[config.mk]
export PLATFORM = sky130hd
export DESIGN_NAME = psimd_add
export DESIGN_NICKNAME = d
export VERILOG_FILES = /design/src/rtl/psimd_add.sv
export SDC_FILE = /design/constraint.sdc
export NUM_CORES = 1
export LEC_CHECK = 0
export BUFFER_PORTS_ARGS = -buffer_cell sky130_fd_sc_hd__buf_2
export CELL_PAD_IN_SITES_DETAIL_PLACEMENT = 2
export CELL_PAD_IN_SITES_GLOBAL_PLACEMENT = 2
export CORE_ASPECT_RATIO = 0.5
export CORE_MARGIN = 2
export CORE_UTILIZATION = 39
export DETAILED_ROUTE_END_ITERATION = 10
export MAX_ROUTING_LAYER = met4
export PLACE_DENSITY = 0.84
export SYNTH_ARGS = -nofsm -noshare
export SYNTH_HDL_FRONTEND = slang
export SYNTH_SLANG_ARGS = --single-unit
export TNS_END_PERCENT = 5
[constraint.sdc]
create_clock -name clk -period 19.8 [get_ports clk]
set_clock_uncertainty 0.1 [all_clocks]
set_input_delay 0.99 -clock clk [delete_from_list [all_inputs] [get_ports clk]]
set_output_delay 0.99 -clock clk [all_outputs]
set_load 0.005 [all_outputs]
[src/rtl/psimd_add.sv]
module psimd_add #(
  parameter int LANE_W = 8,
  parameter int LANES  = 8
) (
  input  logic                    clk,
  input  logic                    rst_n,
  input  logic                    in_valid,
  input  logic                    in_simd,
  input  logic [1:0]              in_size,
  input  logic [LANE_W*LANES-1:0] in_a,
  input  logic [LANE_W*LANES-1:0] in_b,
  output logic                    out_valid,
  output logic [LANE_W*LANES-1:0] out_sum,
  output logic [LANES-1:0]        out_cout
);
  localparam int W  = LANE_W * LANES;
  localparam int IW = $clog2(LANES);

  logic [IW-1:0]  low_bits;
  logic [LANES-1:0] kill_d, ben_d, cen_d;

  assign low_bits = IW'((4'd1 << in_size) - 4'd1);

  always_comb begin
    for (int i = 0; i < LANES; i++) begin
      logic [IW-1:0] idx;
      idx       = IW'(i);
      kill_d[i] = (idx & low_bits) == '0;
      ben_d[i]  = in_simd || ((idx & ~low_bits) == '0);
      cen_d[i]  = ((idx & low_bits) == low_bits) && (in_simd || idx == low_bits);
    end
  end

  logic             v1;
  logic [W-1:0]     a1, b1;
  logic [LANES-1:0] kill1, ben1, cen1;

  always_ff @(posedge clk or negedge rst_n) begin
    if (!rst_n) begin
      v1    <= 1'b0;
      a1    <= '0;
      b1    <= '0;
      kill1 <= '0;
      ben1  <= '0;
      cen1  <= '0;
    end else begin
      v1 <= in_valid;
      if (in_valid) begin
        a1    <= in_a;
        b1    <= in_b;
        kill1 <= kill_d;
        ben1  <= ben_d;
        cen1  <= cen_d;
      end
    end
  end

  logic [LANES:0]   carry;
  logic [W-1:0]     sum_c;
  logic [LANES-1:0] cout_c;

  assign carry[0] = 1'b0;

  for (genvar g = 0; g < LANES; g++) begin : g_slice
    logic [LANE_W:0] part;
    assign part = {1'b0, a1[g*LANE_W +: LANE_W]} + {1'b0, b1[g*LANE_W +: LANE_W]}
                + {{LANE_W{1'b0}}, carry[g] & ~kill1[g]};
    assign carry[g+1]              = part[LANE_W];
    assign sum_c[g*LANE_W +: LANE_W] = part[LANE_W-1:0] & {LANE_W{ben1[g]}};
    assign cout_c[g]               = part[LANE_W] & cen1[g];
  end

  always_ff @(posedge clk or negedge rst_n) begin
    if (!rst_n) begin
      out_valid <= 1'b0;
      out_sum   <= '0;
      out_cout  <= '0;
    end else begin
      out_valid <= v1;
      if (v1) begin
        out_sum  <= sum_c;
        out_cout <= cout_c;
      end
    end
  end
endmodule


==> reports/results.ini, run 1 <==
[outcome]
status=finished clean

[clock_network]
worstSkewPairLatency_ns=0.52
ctsResizeCount=0
cts_root_buf=clkbuf_16
numCtsBuffers=23
htreeDepth=1
cts_setup_buffers=0
holdBufCountCts=0
cts.sinks=218
clk_pin_slew_ns=0.06
tritoncts=built
clk_path_buf_depth=3

[placed_design]
routabilityCongestion=0.839
io_buffers=206
dp_slack_ns=4.33
place_hpwl_um=24300

[routing]
drc_errors=0
viasPerCell=5.25
antenna_left=0
wire_per_inst_um=21.6
wl_um=33800
dr.pass1.iters=4
drt_iter0_markers=464
vias=8194

[grt]
first_global_vias=9446
grt_pass1_wl_um=53700
grt_max_degree=140
antenna_found_initial=1
grt.overflow.total=0
track_usage=0.246

[timing]
min_period_ns=15.68
period_share=0.792
rsz0062_at_grt=no
setup_viol=0
relSlewSlack=0.236
fin_tns_setup_ns=0
finalWorstSetupSlack_ns=4.12
max_freq_mhz=63.8
drv_slew=0
tightest_slew_ns=1.15
final_hold_viol_count=0

[power]
pwr-share-clk=0.321
worst_ir_drop_vdd_mv=0.0568
p_per_area_mw_per_mm2=102
p_leak_uw=0.00611
p_sw_frac=0.314
p_sw_uw=416
p_int_uw=909
p_comb_frac=0.259
power_frac_seq=0.420

[floorplan]
die_h_um=122
dieArea_mm2=0.0292
rows=43
io_pins=207
die_width_um=239
start_util=0.393
coreArea_mm2=0.0275

[synthesis]
yosysTopAreaCellShare=0.504
synth_cells=965
syn_area_mm2=0.0108
synthSimpleGateAreaFrac=0.0923
synthAdderAreaFrac=0.0960
synth_flop_cell=dfrtp_1
synth-edff-count=0
synthTopCellsByArea=dfrtp_1 50%, mux2_2 10%, ha_1 6.8%
synth_top_family_by_area=compound AO/OA/AOI/OAI gates
async_flop_share=1.00
ys_ff_latch=218
syn_avg_cell_area_um2=11.2
synth_compound_gate_area_share=0.137
yosysWarnings=0
muxShareOfSynthArea=0.105
yosys.area.top_type=dfrtp_1
synth_fp_nets=1173
ys_seq_area_frac=0.504
yosysUniqueCellTypes=39
synth_xor_area_frac=0.0194

[setup_path]
cp.required_ns=20.11
cpMostUsedCell=fa_1
crit_buf_inv=1
path_delay_family=adder cells
slowest_delay_ns=0.52
critPathMaxFanout=3
end_kind=flip-flop
critPathSlowestCell=o21ai_0
startpoint_type=flip-flop
path_class=flip-flop to flip-flop
cp.arrival_ns=15.99

[finish]
areaGrowthSynthToFinish_pct=19.6
final_common_cell=dfrtp_1
nets=1371
final_cell_mix=217 x dfrtp_1, 204 x buf_2, 100 x mux2_2
drive_gt1_frac=0.312

[hold_path]
hold_path.class=flip-flop to flip-flop

[flow_run]
drv_cap=0

==> metal layers <==
metal  vias to the layer above  routed length, um  global-route usage
met1                      4253              14400               0.296
met5                         -                  0                   -
met2                       126              17500               0.438
met3                        58               1010              0.0347
met4                         0                849              0.0598
li1                       3757                  -                   -
==> sequential cells by signal (all words and copies together), names as in the netlist <==
name       flops
kill1          5
out_cout       8
v1             1
cen1           6
b1            64
out_valid      1
out_sum       64
ben1           5
a1            64
==> area by class of cell <==
cell class                 count  area [um2]
tap                          382         478
clock inverter                 4        20.0
fill                        2826       14600
timing repair buffer         210        1080
antenna                        1        2.50
clock buffer                  36         694
inverter                      90         338
sequential                   218        5460
multi-input combinational    620        4870
==> synthesized netlist by cell type, drive strengths merged (14+ instances only) <==
master,count
dfrtp,218
mux2,100
inv,90
o21ai,84
nand2,63
ha,59
nor2b,46
a21oi,35
nor2,30
o21a,30
clkbuf,23
o22ai,18
a31o,15
fa,15
nand3b,15
xor2,15
buf,14
==> power by group through the flow <==
stage	clock network (uW)	registers (uW)	logic (uW)
3_3_place_gp	0	559	315
5_1_grt	453	565	381
4_1_cts	435	558	347
2_1_floorplan	0	552	203
3_5_place_dp	0	565	339
6_report	426	557	343
==> per-stage QoR <==
stage / cells / cell area [um2] / total power, uW / util / hold WS (ns)
floorplan: 965 / 10800 / 755 / - / 0.249
CTS: 1560 / 12900 / 1340 / 0.471 / 0.416
global placement: 1520 / 12200 / 874 / 0.445 / 0.395
detailed placement: 1520 / 12200 / 904 / 0.445 / 0.403
global route: 1561 / 12900 / 1400 / 0.471 / 0.429
finish: 1561 / 12900 / 1320 / 0.471 / 0.409
==> worst paths after layout <==
| check | from | end | slack [ns] | depth (start not counted) |
|---|---|---|---|---|
| max | a1[0] | out_sum[62] | 4.12 | 57 |
| min | b1[44] | b1[44] | 0.41 | 1 |
| max reg2reg | a1[0] | out_sum[62] | 4.12 | 57 |
| min reg2reg | b1[44] | b1[44] | 0.41 | 1 |
| max in group asynchronous | rst_n | b1[24] | 17.30 | 2 |
| min in group asynchronous | rst_n | out_sum[63] | 0.43 | 1 |
==> cell families (layout without fill, tap and decap cells) <==
group | Yosys count | in the layout
XOR/XNOR | 24 | 24
AO/OA/AOI/OAI | 232 | 232
other | 0 | 1
AND/OR/NAND/NOR | 189 | 189
multiplexers | 101 | 101
flip-flops | 218 | 218
adder cells (fa/ha/maj) | 74 | 74
buffers and inverters | 127 | 340
Power figures use the tool's default switching activity.
==> run 2: changes to the inputs <==
Settings changed: ABC_AREA from default to 1, CORE_UTILIZATION 39 to 32, PLACE_DENSITY 0.84 to 0.78.
Clock period 19.8 ns to 15.2 ns, I/O delays scaled along.
==> run 2 against run 1 <==
Compared with the run above: clock power rose by 37%; highest routed layer unchanged; global-route usage shrank 3.8 points; total power increased by 23%; via count rose by 20%; combinational power is 3% higher; hold slack worse by 0.29 ns; sequential cell count is the same; worst setup slack worse by 0.92 ns; first-iteration DRC count decreased by 26%.
==> reports/results.ini, run 2 <==
[routing]
vias=9803
wire_per_inst_um=17.0
drc_errors=0
viasPerCell=4.74
antenna_left=0
drt_iter0_markers=344
dr.pass1.iters=4
wl_um=35300

[timing]
drv_slew=0
min_period_ns=12.01
fin_tns_setup_ns=0
period_share=0.790
final_hold_viol_count=0
setup_viol=0
relSlewSlack=0.272
rsz0062_at_grt=no
tightest_slew_ns=1.09
max_freq_mhz=83.3

[grt]
first_global_vias=11200
track_usage=0.208
grt.overflow.total=0
grt_max_degree=89
grt_pass1_wl_um=58400
antenna_found_initial=2

[placed_design]
io_buffers=206
routabilityCongestion=0.855
place_hpwl_um=26400

[synthesis]
yosysWarnings=0
syn_avg_cell_area_um2=7.87
yosysUniqueCellTypes=26
async_flop_share=1.00
syn_area_mm2=0.0110
synth_flop_cell=dfrtp_1
synthTopCellsByArea=dfrtp_1 49%, nand2_1 23%, ha_1 6.7%
yosysTopAreaCellShare=0.494
ys_ff_latch=218
synth_common_cells=681 x nand2_1, 218 x dfrtp_1, 134 x inv_1
synth_cells=1402
synthMostInstantiatedCell=nand2_1
ys_seq_area_frac=0.494
yosys.area.top_type=dfrtp_1
synth-edff-count=0
synth_fp_nets=1610

[hold_path]
hold_path.class=input pin to async pin

[clock_network]
htreeDepth=1
ctsResizeCount=0
cts_root_buf=clkbuf_16
cts_setup_buffers=0
clk_pin_slew_ns=0.06
numCtsBuffers=24
tritoncts=built
holdBufCountCts=0
clk_path_buf_depth=3
worstSkewPairLatency_ns=0.53
cts.sinks=218

[floorplan]
dieArea_mm2=0.0361
die_width_um=267
io_pins=207
rows=48
start_util=0.322
die_h_um=135
coreArea_mm2=0.0342

[setup_path]
crit_buf_inv=9
r2r_cells=82
path_class=flip-flop to flip-flop
cpMostUsedCell=nand2_1
path_delay_family=adder cells
crit_cells=82
end_kind=flip-flop
cp.required_ns=15.56
critPathMaxFanout=3
critPathSlowestCell=fa_1
slowest_delay_ns=0.44
cp.arrival_ns=12.37
startpoint_type=flip-flop

[flow_run]
drv_cap=0

[outcome]
status=finished clean

[finish]
top_regs=a1 (64), b1 (64), out_sum (64)
fillCellCount=3978
nets=1809
drive_gt1_frac=0.161
areaGrowthSynthToFinish_pct=20.0
final_cell_mix=681 x nand2_1, 218 x dfrtp_1, 204 x buf_2
utilization=0.387
final_common_cell=nand2_1

[power]
p_leak_uw=0.00759
worst_ir_drop_vdd_mv=0.0553
p_per_area_mw_per_mm2=123

run 2: cell count changes after synthesis, sizes merged, moves of 30 or more:
cell	previous run	this run
mux2	100	0
inv	90	139
nand3	11	58
o21a	30	0
nor2b	46	0
nand2	63	685
run 2: where the power goes:
group          internal, uW  total [uW]  switching, uW
clock network           337         584            247
logic                   134         353            219
registers               651         694           42.8
run 2: area by class of cell:
class                           count  area [um2]  area share
Sequential cell                   218        5460       0.412
Multi-Input combinational cell   1004        4840       0.365
Timing Repair Buffer              212        1090      0.0822
Clock buffer                       36         707      0.0534
Tap cell                          450         563      0.0425
Inverter                          141         536      0.0404
Clock inverter                      6        55.1     0.00416
Antenna cell                        2        5.00    0.000378
run 2: through the flow:
| step | worst slack, ns | std cells | hold slack (ns) | instance area, um2 | power, uW |
|---|---|---|---|---|---|
| floorplan | 4.88 | 1402 | 0.339 | 11000 | 902 |
| global placement | 3.86 | 2025 | 0.354 | 12500 | 1040 |
| detailed placement | 3.19 | 2025 | 0.357 | 12500 | 1060 |
| CTS | 3.08 | 2067 | 0.150 | 13200 | 1660 |
| global route | 1.97 | 2069 | 0.171 | 13200 | 1740 |
| finish | 3.19 | 2069 | 0.122 | 13200 | 1630 |
run 2: final timing paths:
kind	start	end	slack, ns
setup / recovery	a1[0]	out_cout[7]	3.19
hold / removal	rst_n	a1[38]	0.12
setup reg to reg	a1[0]	out_cout[7]	3.19
hold reg to reg	kill1[0]	kill1[0]	0.37
max in group asynchronous	rst_n	b1[2]	13.26
min in group clk	in_a[50]	a1[50]	0.33
run 2: kinds of logic after synthesis:
group,count (synthesis),share of synthesized area
AND/OR/NAND/NOR,817,0.292
flip-flops,218,0.494
buffers and inverters,180,0.0676
AO/OA/AOI/OAI,113,0.0519
adder cells (fa/ha/maj),74,0.0941
run 2: worst reg2reg max path, delay by kind of cell (launching register included):
| family | cells | cell delay, ns |
|---|---|---|
| DFF | 1 | 0.35 |
| adders and majority gates | 16 | 6.17 |
| buffers and inverters | 9 | 0.74 |
| and+or+nand+nor | 57 | 4.56 |
run 2: routing by layer:
| metal | part of all wire | wire length (um) | vias to the layer above | track usage |
|---|---|---|---|---|
| met5 | 0 | 0 | - | - |
| li1 | - | - | 4717 | - |
| met3 | 0.019 | 686 | 47 | 0.0254 |
| met4 | 0.018 | 640 | 0 | 0.0403 |
| met2 | 0.54 | 19000 | 93 | 0.385 |
| met1 | 0.42 | 14900 | 4946 | 0.243 |
==> run 3: changes to the inputs <==
Settings changed: CORE_UTILIZATION 32 to 29, PLACE_DENSITY 0.78 to 0.74.
Clock period 15.2 ns to 9.9 ns, I/O delays scaled along.
==> run 3 against run 2 <==
Compared with the run above: the run now ends with negative setup slack left; routed wire length increased by 5.1%; cell count increased by 4.2%; sequential share of layout area decreased by 1.8 points; critical endpoint unchanged; largest cell class unchanged.
==> reports/results.ini, run 3 (synthesis results as in run 2) <==
[power]
p_sw_frac=0.316
p_int_uw=1770
power_frac_seq=0.412
p_comb_frac=0.234
p_sw_uw=819
p_leak_uw=0.00780
pwr-share-clk=0.355
worst_ir_drop_vdd_mv=0.0790
p_per_area_mw_per_mm2=187
totalPowerFinal_uw=2590

[timing]
tightest_slew_ns=0.894
setup_viol=8
finalWorstSetupSlack_ns=-0.605
fin_tns_setup_ns=-3.23
drv_slew=0
final_hold_viol_count=0
period_share=1.06
max_freq_mhz=95.2
rsz0062_at_grt=yes
relSlewSlack=0.404
min_period_ns=10.51

[finish]
top_regs=a1 (64), b1 (64), out_sum (64)
drive_gt1_frac=0.230
layoutNonFillerInstCount=2155
final_common_cell=nand2_1
final_cell_area_mm2=0.0138
nets=1850
areaGrowthSynthToFinish_pct=25.4
fillCellCount=4291
final_cell_mix=634 x nand2_1, 218 x dfrtp_1, 204 x buf_2

[grt]
grt.overflow.total=0
busiest_layer=met2
antenna_found_initial=3
track_usage=0.196
first_global_vias=11500
grt_pass1_wl_um=60600
grt_use_met1=0.228
grt_use_met3=0.0231
grt_max_degree=105
met2_usage=0.357

[floorplan]
coreArea_mm2=0.0375
die_width_um=280
dieArea_mm2=0.0397
rows=50
io_pins=207
start_util=0.295
die_h_um=142

[setup_path]
critPathMaxFanout=2
end_kind=flip-flop
slowest_delay_ns=0.37
cp.arrival_ns=10.88
startpoint_type=flip-flop
path_class=flip-flop to flip-flop
cp.required_ns=10.28
startpoint=b1[0]
rr_startpoint=b1[0]
critPathSlowestCell=fa_2
cpMostUsedCell=nand2_2

[outcome]
status=complete, but fails checks
violations=negative setup slack

[placed_design]
dp_cells=2090
place_hpwl_um=27000
post_dp_cell_area_mm2=0.0127
routabilityCongestion=0.855
io_buffers=206

[routing]
antenna_left=0
viasPerCell=4.62
vias=9961
wire_per_inst_um=17.2
drc_errors=0
wl_um=37100
dr.pass1.iters=4
drt_iter0_markers=310

[hold_path]
hold_path.class=input pin to flip-flop
hp-start=in_b[50]

[clock_network]
worstSkewPairLatency_ns=0.54
tritoncts=built
cts_root_buf=clkbuf_16
htreeDepth=1
clk_pin_slew_ns=0.06
numCtsBuffers=24
cts.sinks=218
clk_path_buf_depth=3

[flow_run]
drv_cap=0

[run 3: cell types whose count changed in the layout (fill, tap and decap cells not counted), sizes merged]
cell / previous run / this run
clkinv: 8 / 7
buf: 212 / 252
dlygate4sd3: 0 / 1
clkbuf: 36 / 37
diode: 2 / 3
[run 3: layout make-up]
cell class	instances	area (um2)	share of cell area
multi-input cells	1004	5050	0.365
repair buffers	253	1400	0.101
clock inverters	5	50.0	0.00361
well taps	494	618	0.0446
flip-flops and latches	218	5460	0.394
clock buffers	37	731	0.0528
diodes	3	7.51	0.000542
inverters	141	536	0.0387
[run 3: power groups by stage]
stage / clock [uW] / combinational (uW) / sequential [uW]
3_5_place_dp: 0 / 569 / 1080
4_1_cts: 952 / 610 / 1070
5_1_grt: 989 / 694 / 1080
2_1_floorplan: 0 / 317 / 1070
3_3_place_gp: 0 / 535 / 1080
6_report: 919 / 606 / 1070
[run 3: final timing paths]
path / cells after the start / slack [ns] / end
setup / recovery: 82 / -0.61 / out_cout[7]
hold / removal: 3 / 0.05 / b1[50]
setup reg to reg: 82 / -0.61 / out_cout[7]
hold reg to reg: 2 / 0.38 / b1[38]
max in group asynchronous: 4 / 7.12 / out_sum[32]
min in group asynchronous: 2 / 0.45 / a1[44]
[run 3: through the flow]
stage | hold slack [ns] | setup slack [ns] | util
3_5_place_dp | 0.368 | -1.61 | 0.339
6_report | 0.0519 | -0.605 | 0.370
2_1_floorplan | 0.0994 | -0.0717 | -
5_1_grt | 0.0473 | -1.29 | 0.370
3_3_place_gp | 0.350 | -0.984 | 0.339
4_1_cts | 0.0330 | -0.832 | 0.368
[run 3: routing by layer]
metal / share of wire / routed length, um
met1: 0.42 / 15700
met2: 0.53 / 19500
met3: 0.020 / 754
met4: 0.030 / 1130
met5: 0 / 0
[run 3: worst max-delay path, delay by kind of cell (launching register included)]
| kind | cells | cell delay [ns] |
|---|---|---|
| fa+ha+maj | 16 | 5.46 |
| simple gates | 57 | 3.87 |
| buf+inv | 9 | 0.61 |
| flops | 1 | 0.36 |
[run 3: timing repair]
action                                  in CTS  in global routing
endpoints found under the setup margin      15                 14
pin swaps                                   11                  7
hold buffers                                 1                  0
resized for setup                           70                  8
buffers inserted                            14                  5
hold endpoints to repair                   103                  0
